**src/rtl/retstack_pkg.sv**
```systemverilog
package retstack_pkg;
  typedef enum logic [2:0] {
    OP_IDLE = 3'd0,
    OP_CALL = 3'd1,
    OP_RET  = 3'd2,
    OP_IRET = 3'd3,
    OP_IRQ  = 3'd4
  } rs_op_e;
endpackage

```
**src/rtl/retstack_arbiter.sv**
```systemverilog
module retstack_arbiter
  import retstack_pkg::*;
#(
  parameter int N_SRC = 4,
  localparam int SW = (N_SRC > 1) ? $clog2(N_SRC) : 1
) (
  input  logic             clk_i,
  input  logic             rst_ni,
  input  logic             call_i,
  input  logic             ret_i,
  input  logic             iret_i,
  input  logic [N_SRC-1:0] irq_i,
  input  logic             mask_i,
  output rs_op_e           op_o,
  output logic [SW-1:0]    src_o
);
  logic [N_SRC-1:0] grant;
  logic             any_req;

  // Priority select: scan downward so the lowest set index is the last one written.
  always_comb begin
    grant = '0;
    src_o = '0;
    for (int k = N_SRC - 1; k >= 0; k--) begin
      if (irq_i[k]) begin
        grant = '0;
        grant[k] = 1'b1;
        src_o = SW'(k);
      end
    end
  end

  assign any_req = |irq_i;

  always_comb begin
    if (call_i)                  op_o = OP_CALL;
    else if (ret_i)              op_o = OP_RET;
    else if (iret_i)             op_o = OP_IRET;
    else if (any_req && !mask_i) op_o = OP_IRQ;
    else                         op_o = OP_IDLE;
  end


  one_grant_chk: assert property (@(posedge clk_i) disable iff (!rst_ni)
    $onehot0(grant));


  masked_req_chk: assert property (@(posedge clk_i) disable iff (!rst_ni)
    mask_i |-> op_o != OP_IRQ);


  req_yield_chk: assert property (@(posedge clk_i) disable iff (!rst_ni)
    (call_i || ret_i || iret_i) |-> op_o != OP_IRQ);
endmodule

```
**src/rtl/retstack_vector.sv**
```systemverilog
module retstack_vector #(
  parameter int               N_SRC      = 4,
  parameter int               PC_W       = 16,
  parameter logic [PC_W-1:0]  VEC_BASE   = 16'h0100,
  parameter int               VEC_STRIDE = 4,
  localparam int SW = (N_SRC > 1) ? $clog2(N_SRC) : 1
) (
  input  logic [SW-1:0]   src_i,
  output logic [PC_W-1:0] handler_o
);
  logic [PC_W-1:0] table_q [N_SRC];

  for (genvar g = 0; g < N_SRC; g++) begin : g_vec
    assign table_q[g] = VEC_BASE + PC_W'(g * VEC_STRIDE);
  end

  always_comb begin
    handler_o = table_q[0];
    for (int k = 0; k < N_SRC; k++)
      if (src_i == SW'(k)) handler_o = table_q[k];
  end
endmodule

```
**src/rtl/retstack_store.sv**
```systemverilog
module retstack_store #(
  parameter int DEPTH = 8,
  parameter int PC_W  = 16,
  localparam int CW = $clog2(DEPTH + 1),
  localparam int IW = (DEPTH > 1) ? $clog2(DEPTH) : 1
) (
  input  logic            clk_i,
  input  logic            rst_ni,
  input  logic            push_i,
  input  logic            pop_i,
  input  logic [PC_W-1:0] din_i,
  output logic [PC_W-1:0] top_o,
  output logic            full_o,
  output logic            empty_o,
  output logic            ovf_o,
  output logic            udf_o
);
  logic [PC_W-1:0] mem_q [DEPTH];
  logic [CW-1:0]   cnt_q;
  logic [CW-1:0]   cnt_dec;
  logic            do_push;
  logic            do_pop;

  assign full_o  = (cnt_q == CW'(DEPTH));
  assign empty_o = (cnt_q == '0);
  assign cnt_dec = cnt_q - 1'b1;
  assign top_o   = empty_o ? '0 : mem_q[cnt_dec[IW-1:0]];
  assign do_push = push_i && !full_o;
  assign do_pop  = pop_i && !empty_o;

  always_ff @(posedge clk_i or negedge rst_ni) begin
    if (!rst_ni) begin
      cnt_q <= '0;
      ovf_o <= 1'b0;
      udf_o <= 1'b0;
    end else begin
      ovf_o <= push_i && full_o;
      udf_o <= pop_i && empty_o;
      if (do_push)     cnt_q <= cnt_q + 1'b1;
      else if (do_pop) cnt_q <= cnt_dec;
    end
  end

  // Entries carry no reset; the counter guards every read.
  always_ff @(posedge clk_i) begin
    if (do_push) mem_q[cnt_q[IW-1:0]] <= din_i;
  end


  depth_bound_chk: assert property (@(posedge clk_i) disable iff (!rst_ni)
    cnt_q <= CW'(DEPTH));


  push_grow_chk: assert property (@(posedge clk_i) disable iff (!rst_ni)
    (push_i && !full_o) |=> cnt_q == $past(cnt_q) + 1'b1);


  pop_shrink_chk: assert property (@(posedge clk_i) disable iff (!rst_ni)
    (pop_i && !push_i && !empty_o) |=> cnt_q == $past(cnt_q) - 1'b1);


  full_hold_chk: assert property (@(posedge clk_i) disable iff (!rst_ni)
    (push_i && full_o) |=> ovf_o && $stable(cnt_q));


  empty_hold_chk: assert property (@(posedge clk_i) disable iff (!rst_ni)
    (pop_i && !push_i && empty_o) |=> udf_o && cnt_q == '0);
endmodule

```
**src/rtl/retstack_unit.sv**
```systemverilog
module retstack_unit
  import retstack_pkg::*;
#(
  parameter int              PC_W       = 16,
  parameter int              DEPTH      = 8,
  parameter int              N_SRC      = 4,
  parameter logic [PC_W-1:0] VEC_BASE   = 16'h0100,
  parameter int              VEC_STRIDE = 4,
  localparam int SW = (N_SRC > 1) ? $clog2(N_SRC) : 1
) (
  input  logic             clk_i,
  input  logic             rst_ni,
  input  logic             call_i,
  input  logic             ret_i,
  input  logic             iret_i,
  input  logic [N_SRC-1:0] irq_i,
  input  logic [PC_W-1:0]  pc_i,
  input  logic [PC_W-1:0]  target_i,
  output logic [PC_W-1:0]  next_pc_o,
  output logic             overflow_o,
  output logic             underflow_o
);
  rs_op_e          op;
  logic [SW-1:0]   src;
  logic [PC_W-1:0] handler;
  logic [PC_W-1:0] top;
  logic            full, empty, push, pop, mask_q;

  retstack_arbiter #(.N_SRC(N_SRC)) arb_i (
    .clk_i(clk_i), .rst_ni(rst_ni), .call_i(call_i), .ret_i(ret_i),
    .iret_i(iret_i), .irq_i(irq_i), .mask_i(mask_q), .op_o(op), .src_o(src)
  );

  retstack_vector #(
    .N_SRC(N_SRC), .PC_W(PC_W), .VEC_BASE(VEC_BASE), .VEC_STRIDE(VEC_STRIDE)
  ) vec_i (
    .src_i(src), .handler_o(handler)
  );

  assign push = (op == OP_CALL) || (op == OP_IRQ);
  assign pop  = (op == OP_RET)  || (op == OP_IRET);

  retstack_store #(.DEPTH(DEPTH), .PC_W(PC_W)) store_i (
    .clk_i(clk_i), .rst_ni(rst_ni), .push_i(push), .pop_i(pop), .din_i(pc_i),
    .top_o(top), .full_o(full), .empty_o(empty),
    .ovf_o(overflow_o), .udf_o(underflow_o)
  );

  always_comb begin
    unique case (op)
      OP_CALL:         next_pc_o = full  ? pc_i : target_i;
      OP_RET, OP_IRET: next_pc_o = empty ? pc_i : top;
      OP_IRQ:          next_pc_o = full  ? pc_i : handler;
      default:         next_pc_o = pc_i;
    endcase
  end

  always_ff @(posedge clk_i or negedge rst_ni) begin
    if (!rst_ni)                   mask_q <= 1'b0;
    else if (op == OP_IRET)        mask_q <= 1'b0;
    else if (op == OP_IRQ && !full) mask_q <= 1'b1;
  end


  irq_mask_chk: assert property (@(posedge clk_i) disable iff (!rst_ni)
    (op == OP_IRQ && !full) |=> mask_q);


  iret_unmask_chk: assert property (@(posedge clk_i) disable iff (!rst_ni)
    iret_i && !call_i && !ret_i |=> !mask_q);


  idle_pass_chk: assert property (@(posedge clk_i) disable iff (!rst_ni)
    (!call_i && !ret_i && !iret_i && irq_i == '0) |-> next_pc_o == pc_i);
endmodule

```
**config.mk**
```make
export PLATFORM = sky130hd
export DESIGN_NAME = retstack_unit
export DESIGN_NICKNAME = d
export VERILOG_FILES = /design/src/rtl/retstack_pkg.sv /design/src/rtl/retstack_arbiter.sv /design/src/rtl/retstack_vector.sv /design/src/rtl/retstack_store.sv /design/src/rtl/retstack_unit.sv
export SDC_FILE = /design/constraint.sdc
export NUM_CORES = 1
export LEC_CHECK = 0
export BUFFER_PORTS_ARGS = -buffer_cell sky130_fd_sc_hd__buf_4
export CAP_MARGIN = 20
export CORE_MARGIN = 5
export CORE_UTILIZATION = 41
export DETAILED_ROUTE_END_ITERATION = 12
export GPL_TIMING_DRIVEN = 0
export PLACE_DENSITY_LB_ADDON = 0.15
export SETUP_SLACK_MARGIN = 0.2
export SYNTH_ARGS = -nofsm -noshare
export SYNTH_HDL_FRONTEND = slang
export SYNTH_SLANG_ARGS = --single-unit
```
**constraint.sdc**
```tcl
create_clock -name clk_i -period 4.1 [get_ports clk_i]
set_input_delay 0.615 -clock clk_i [delete_from_list [all_inputs] [get_ports clk_i]]
set_output_delay 0.615 -clock clk_i [all_outputs]
set_load 0.01 [all_outputs]
```
==> results.yml, run 1 <==
outcome:
  status: "complete, no violations"
placed_design:
  place_congestion: 0.754
  dp_hpwl_um: 8470
  io_buffers: 58
  placed_area_um2: 6500
  place_ws_ns: 0.584
setup_path:
  cp_max_fo: 10
  path_class: "reg2out"
  r2r_start: "store_i.cnt_q[0]"
  rr_endpoint: "store_i.mem_q[0][8]"
  end_kind: "primary output"
  startpoint_type: "register"
  cp-endpoint: "next_pc_o[12]"
  worstRegToRegCells: 10
  cp-startpoint: "store_i.cnt_q[0]"
  cp_data_required_time_ns: 3.48
  arrival_ns: 3.01
  r2r_slack_ns: 1.38
yosys:
  ys_seq_elements: 135
  ys_types: 44
  async_flop_share_pct: 5.19
  synth_cells: 307
  ys_seq_area_share_pct: 71.0
  synth.top_cell.area_share_pct: 67.9
  syn_area_um2: 5660
  yosys_warnings: 0
  synth.avg_cell_area_um2: 18.4
  synth.largest_area_cell: "edfxtp_1"
  synth_area_leaders: "edfxtp_1 68%, mux4_2 13%, dfrtp_1 3.1%, nand2_1 2.5%, a221o_1 2.3%"
  synthesis.nets: 350
  synth_edf_count: 128
  ys.flop_type: "edfxtp_1"
  synth_most_common_cell: "edfxtp_1"
  synthTopCellsByCount: "128 x edfxtp_1, 37 x nand2_1, 32 x mux4_2"
layout:
  multi_input_area_um2: 1550
  area_growth_pct: 24.0
  fin_nets: 440
  design_area_um2: 7010
  antennaDiodeCount: 0
  drive_gt1_share_pct: 38.7
  regArea_um2: 4020
  nFillCells: 1152
power:
  p_int_w: 0.00347
  seqPwrFrac_pct: 35.5
  pwr-share-comb_pct: 38.9
  p_switching_w: 0.00164
  swShare_pct: 32.1
  powerDensity_nw_per_um2: 728
  clkPwrFrac_pct: 25.6
  ir_drop_v: 0.000436
  p_leak_nw: 2.46
global_routing:
  grt_remaining_overflow: 0
  grt_pass1_vias: 3305
  antenna_found_initial: 0
  grt_usage_pct: 16.7
  grt_pass1_wl_um: 19500
  grt_max_degree: 17
drt:
  vias: 3161
  dr.pass1.iters: 4
  avgRoutedWirePerCell_um: 21.3
  via_per_inst: 5.38
  first_iter_violations: 184
  finalWirelength_um: 12500
  remaining_drc_errors: 0
  antenna_left: 0
floorplan:
  initial_core_util_pct: 41.2
  core_area_um2: 13700
  die_h_um: 127
  rows: 43
  die_w_um: 127
  pin_count: 59
  dieArea_um2: 16200
sta:
  skew_ns: 0.0134
  min_period_ns: 3.62
  finalHoldViolations: 0
  setup_violations: 0
  slew_headroom_pct: 38.6
  drv_slew: 0
  rsz0062_at_grt: "no"
  max_freq_mhz: 276
  timing.final.crit_share_pct: 88.4
  worst_slack_ns: 0.476
  holdWs_ns: 0.0115
  tightest_slew_ns: 0.916
clock_network:
  cts_root_buf: "clkbuf_16"
  numClockSinks: 135
  cts_buffer_depth: 2
  h-tree-depth: 4
  numCtsBuffers: 17
  clk-insertion-delay-late_ns: 0.41
  path_clk_slew_ns: 0.05
  cts_setup_buffers: 0
  cts_tree: "yes"
worst_hold_path:
  hp-class: "in2async"
run:
  drv_cap: 0
## final cells by class
cell class / count / area share (%)
Inverter: 4 / 0.214
Clock inverter: 9 / 0.874
Multi-Input combinational cell: 151 / 22.0
Clock buffer: 21 / 6.28
Tap cell: 180 / 3.21
Timing Repair Buffer: 71 / 8.35
Sequential cell: 135 / 57.3
Buffer: 17 / 1.73
## layer usage
| layer | global-route usage (%) | share of wire, % | vias to the layer above |
|---|---|---|---|
| met5 | 0 | 0 | - |
| met4 | 5.99 | 1.5 | 0 |
| met3 | 4.18 | 5.1 | 14 |
| met2 | 27.1 | 50 | 86 |
| met1 | 21.8 | 43 | 1622 |
| li1 | - | - | 1439 |
## through the flow
step           utilization (%)  std cells  total power, W  setup TNS, ns
2_1_floorplan                -        307         0.00314              0
3_3_place_gp              46.0        545         0.00376         -32.39
3_5_place_dp              47.4        558         0.00386              0
4_1_cts                   51.1        588         0.00517              0
5_1_grt                   51.1        588         0.00540              0
6_report                  51.1        588         0.00511              0
## layout by cell type (no fill, tap or decap), types with 2 or more instances in the layout
cell       instances
a21oi_1           20
clkbuf_16         17
nor2_2             3
nor4_2             2
nor2_1             5
xnor2_1            4
buf_4             63
inv_1              4
clkbuf_2           2
buf_8              4
nand2_1           37
ha_1               2
nor3_2             5
mux4_2            32
clkinv_1           7
a32oi_1            3
clkbuf_1           4
a221o_1           13
edfxtp_1         128
buf_2              8
buf_6             11
dfrtp_1            7
## state kept, by name, summed over array words and instances, names as in the netlist
| register | flops |
|---|---|
| mask_q | 1 |
| store_i.cnt_q | 4 |
| store_i.mem_q | 128 |
| store_i.ovf_o | 1 |
| store_i.udf_o | 1 |
## cells by family after synthesis
group / Yosys count / share of synthesized area, %
AOI/OAI and AO/OA: 45 / 6.15
muxes: 34 / 13.1
buffers and inverters: 21 / 2.34
xor gates and xnor gates: 5 / 0.774
adders and majority gates: 2 / 0.442
DFF: 135 / 71.0
and+or+nand+nor: 65 / 6.13
## worst max-delay path, stage by stage (launching register included)
cell	delay, ns
dfrtp_1	0.39
buf_6	0.21
buf_6	0.19
inv_1	0.07
ha_1	0.27
buf_2	0.20
buf_2	0.33
mux4_2	0.36
nand2_1	0.09
a21oi_1	0.08
a221o_1	0.26
buf_4	0.15
## timing repair
action                                  CTS  global route
gates resized for setup                   2             3
endpoints found under the setup margin   11            11
gates cloned                              0             0
hold buffers                              0             0
## power groups by stage
stage	Combinational [W]	Clock, W	Sequential (W)
floorplan	0.00132	0	0.00183
global placement	0.00192	0	0.00184
detailed placement	0.00202	0	0.00184
CTS	0.00203	0.00133	0.00181
global route	0.00218	0.00139	0.00183
finish	0.00199	0.00131	0.00181
## how the worst min path moves through the flow
stage	startpoint	endpoint	slack, ns
2_1_floorplan	rst_ni	mask_q	0.32
4_1_cts	rst_ni	store_i.udf_o	0.001
3_3_place_gp	rst_ni	store_i.udf_o	0.44
5_1_grt	rst_ni	store_i.cnt_q[0]	0.006
6_report	rst_ni	store_i.cnt_q[1]	0.01
3_5_place_dp	rst_ni	store_i.udf_o	0.44
No activity file was read; power rests on OpenSTA's default activity.
==> inputs of run 2 (changes only) <==
--- a/config.mk
+++ b/config.mk
@@ -5,6 +5,7 @@
 export SDC_FILE = /design/constraint.sdc
 export NUM_CORES = 1
 export LEC_CHECK = 0
+export ABC_CLOCK_PERIOD_IN_PS = 4100
 export BUFFER_PORTS_ARGS = -buffer_cell sky130_fd_sc_hd__buf_4
 export CAP_MARGIN = 20
 export CORE_MARGIN = 5
@@ -12,6 +13,7 @@
 export DETAILED_ROUTE_END_ITERATION = 12
 export GPL_TIMING_DRIVEN = 0
 export PLACE_DENSITY_LB_ADDON = 0.15
+export REMOVE_ABC_BUFFERS = 1
 export SETUP_SLACK_MARGIN = 0.2
 export SYNTH_ARGS = -nofsm -noshare
 export SYNTH_HDL_FRONTEND = slang
==> run 2 against run 1 <==
Sequential cell count unchanged. Final cell count shrank 1.7%. Count of clock-buffer cells in the layout is 3 higher. Combinational power barely moved. Critical path depth down 4. Design area is essentially flat. Utilization barely moved. Sequential power is 4% higher. First-iteration DRC count rose by 14%. Power fell by 0.19%. Register-to-register slack got worse by 0.09 ns. Critical path type unchanged.
==> results.yml, run 2 (synthesized netlist as in run 1, its figures left out) <==
sta:
  drv_slew: 0
  timing.final.crit_share_pct: 87.0
  min_period_ns: 3.57
  finalHoldViolations: 0
  slew_headroom_pct: 35.2
  holdWs_ns: 0.398
  rsz0062_at_grt: "no"
  worst_slack_ns: 0.534
  tightest_slew_ns: 0.967
  setup_violations: 0
  skew_ns: 0.00532
  fin_tns_setup_ns: 0
  max_freq_mhz: 280
layout:
  fin_nets: 428
  nFillCells: 1144
  drive_gt1_share_pct: 37.4
  layout_common_cells: "128 x edfxtp_1, 60 x buf_4, 37 x nand2_1, 32 x mux4_2, 20 x a21oi_1"
  final_common_cell: "edfxtp_1"
  area_growth_pct: 23.9
  instances_no_fill: 578
  design_area_um2: 7010
  antennaDiodeCount: 0
  largest_register_ffs: 128
placed_design:
  io_buffers: 58
  place_ws_ns: 0.442
  dp_hpwl_um: 8090
  dp.cells: 544
  placed_area_um2: 6480
  place_congestion: 0.741
power:
  p_int_w: 0.00347
  p_leak_nw: 2.42
  pwr-share-comb_pct: 38.4
  ir_drop_v: 0.000354
  powerDensity_nw_per_um2: 727
  swShare_pct: 32.0
  clkPwrFrac_pct: 24.6
  p_switching_w: 0.00163
  seqPwrFrac_pct: 37.0
drt:
  vias: 3142
  finalWirelength_um: 12400
  avgRoutedWirePerCell_um: 21.4
  antenna_left: 0
  dr.pass1.iters: 4
  via_per_inst: 5.44
  remaining_drc_errors: 0
  first_iter_violations: 210
outcome:
  status: "complete, no violations"
global_routing:
  antenna_found_initial: 0
  grt_max_degree: 35
  grt_usage_pct: 16.1
  grt_pass1_vias: 3164
  grt_pass1_wl_um: 19000
  grt_remaining_overflow: 0
clock_network:
  clk-insertion-delay-late_ns: 0.41
  cts_buffer_depth: 2
  cts_root_buf: "clkbuf_16"
  numCtsBuffers: 17
  numClockSinks: 135
  cts_tree: "yes"
  h-tree-depth: 4
  path_clk_slew_ns: 0.05
floorplan:
  die_w_um: 127
  dieArea_um2: 16200
  rows: 43
  core_area_um2: 13700
  initial_core_util_pct: 41.2
  die_h_um: 127
  pin_count: 59
setup_path:
  arrival_ns: 2.95
  cp_max_fo: 20
  end_kind: "primary output"
  startpoint_type: "register"
  cp-startpoint: "store_i.cnt_q[0]"
  cp_data_required_time_ns: 3.48
  path_class: "reg2out"
  r2r_start: "store_i.cnt_q[0]"
worst_hold_path:
  hp-start: "iret_i"
  hp-class: "in2reg"
run:
  drv_cap: 0
## run 2: cell types whose count changed in the layout (fill, tap and decap cells not counted), moves of 2 or more
cell	previous run	this run
buf_6	11	6
buf_8	4	6
buf_16	0	2
clkbuf_1	4	7
clkbuf_2	2	0
buf_4	63	60
buf_2	8	0
## run 2: power by group through the flow
stage               Clock [W]  Combinational, W  Sequential, W
floorplan                   0           0.00115        0.00191
global placement            0           0.00173        0.00197
detailed placement          0           0.00196        0.00191
CTS                   0.00128           0.00199        0.00189
global route          0.00135           0.00212        0.00191
finish                0.00125           0.00196        0.00189
## run 2: cell type report
class	count	area, um^2	area share, %
clock inverter	8	32.5	0.464
timing repair buffer	76	693	9.89
clock buffer	24	452	6.45
tap	180	225	3.21
sequential	135	4020	57.4
multi-input combinational	151	1570	22.4
inverter	4	15.0	0.214
## run 2: metal layers
metal | up-vias | global-route usage (%) | share of wire (%)
met5 | - | 0 | 0
met4 | 0 | 5.62 | 1.5
met3 | 20 | 4.14 | 4.1
met2 | 97 | 24.3 | 48
met1 | 1614 | 22.7 | 47
li1 | 1411 | - | -
## run 2: repair_timing
item	in CTS	in global routing
endpoints found under the hold margin	7	0
endpoints found under the setup margin	15	4
hold buffers	1	0
buffers inserted	0	0
resized for setup	2	1
## run 2: final timing paths
check	slack, ns	depth (start not counted)	end
min in group asynchronous	0.56	2	store_i.udf_o
hold / removal	0.40	2	mask_q
hold reg to reg	0.55	2	mask_q
setup / recovery	0.53	7	next_pc_o[5]
max in group asynchronous	3.40	2	store_i.cnt_q[0]
setup reg to reg	1.29	6	store_i.mem_q[1][14]
## run 2: metrics by stage
step                power, W  util [%]
finish               0.00510      51.1
global placement     0.00370      45.2
floorplan            0.00307         -
global route         0.00538      51.1
detailed placement   0.00387      47.3
CTS                  0.00516      51.0
## run 2: worst max-delay path, cell delays in order (launching register included)
cell,delay [ns]
dfrtp_4,0.67
inv_1,0.16
ha_4,0.23
nor3b_2,0.17
or3_2,0.70
a21oi_1,0.33
a221o_1,0.15
buf_4,0.11
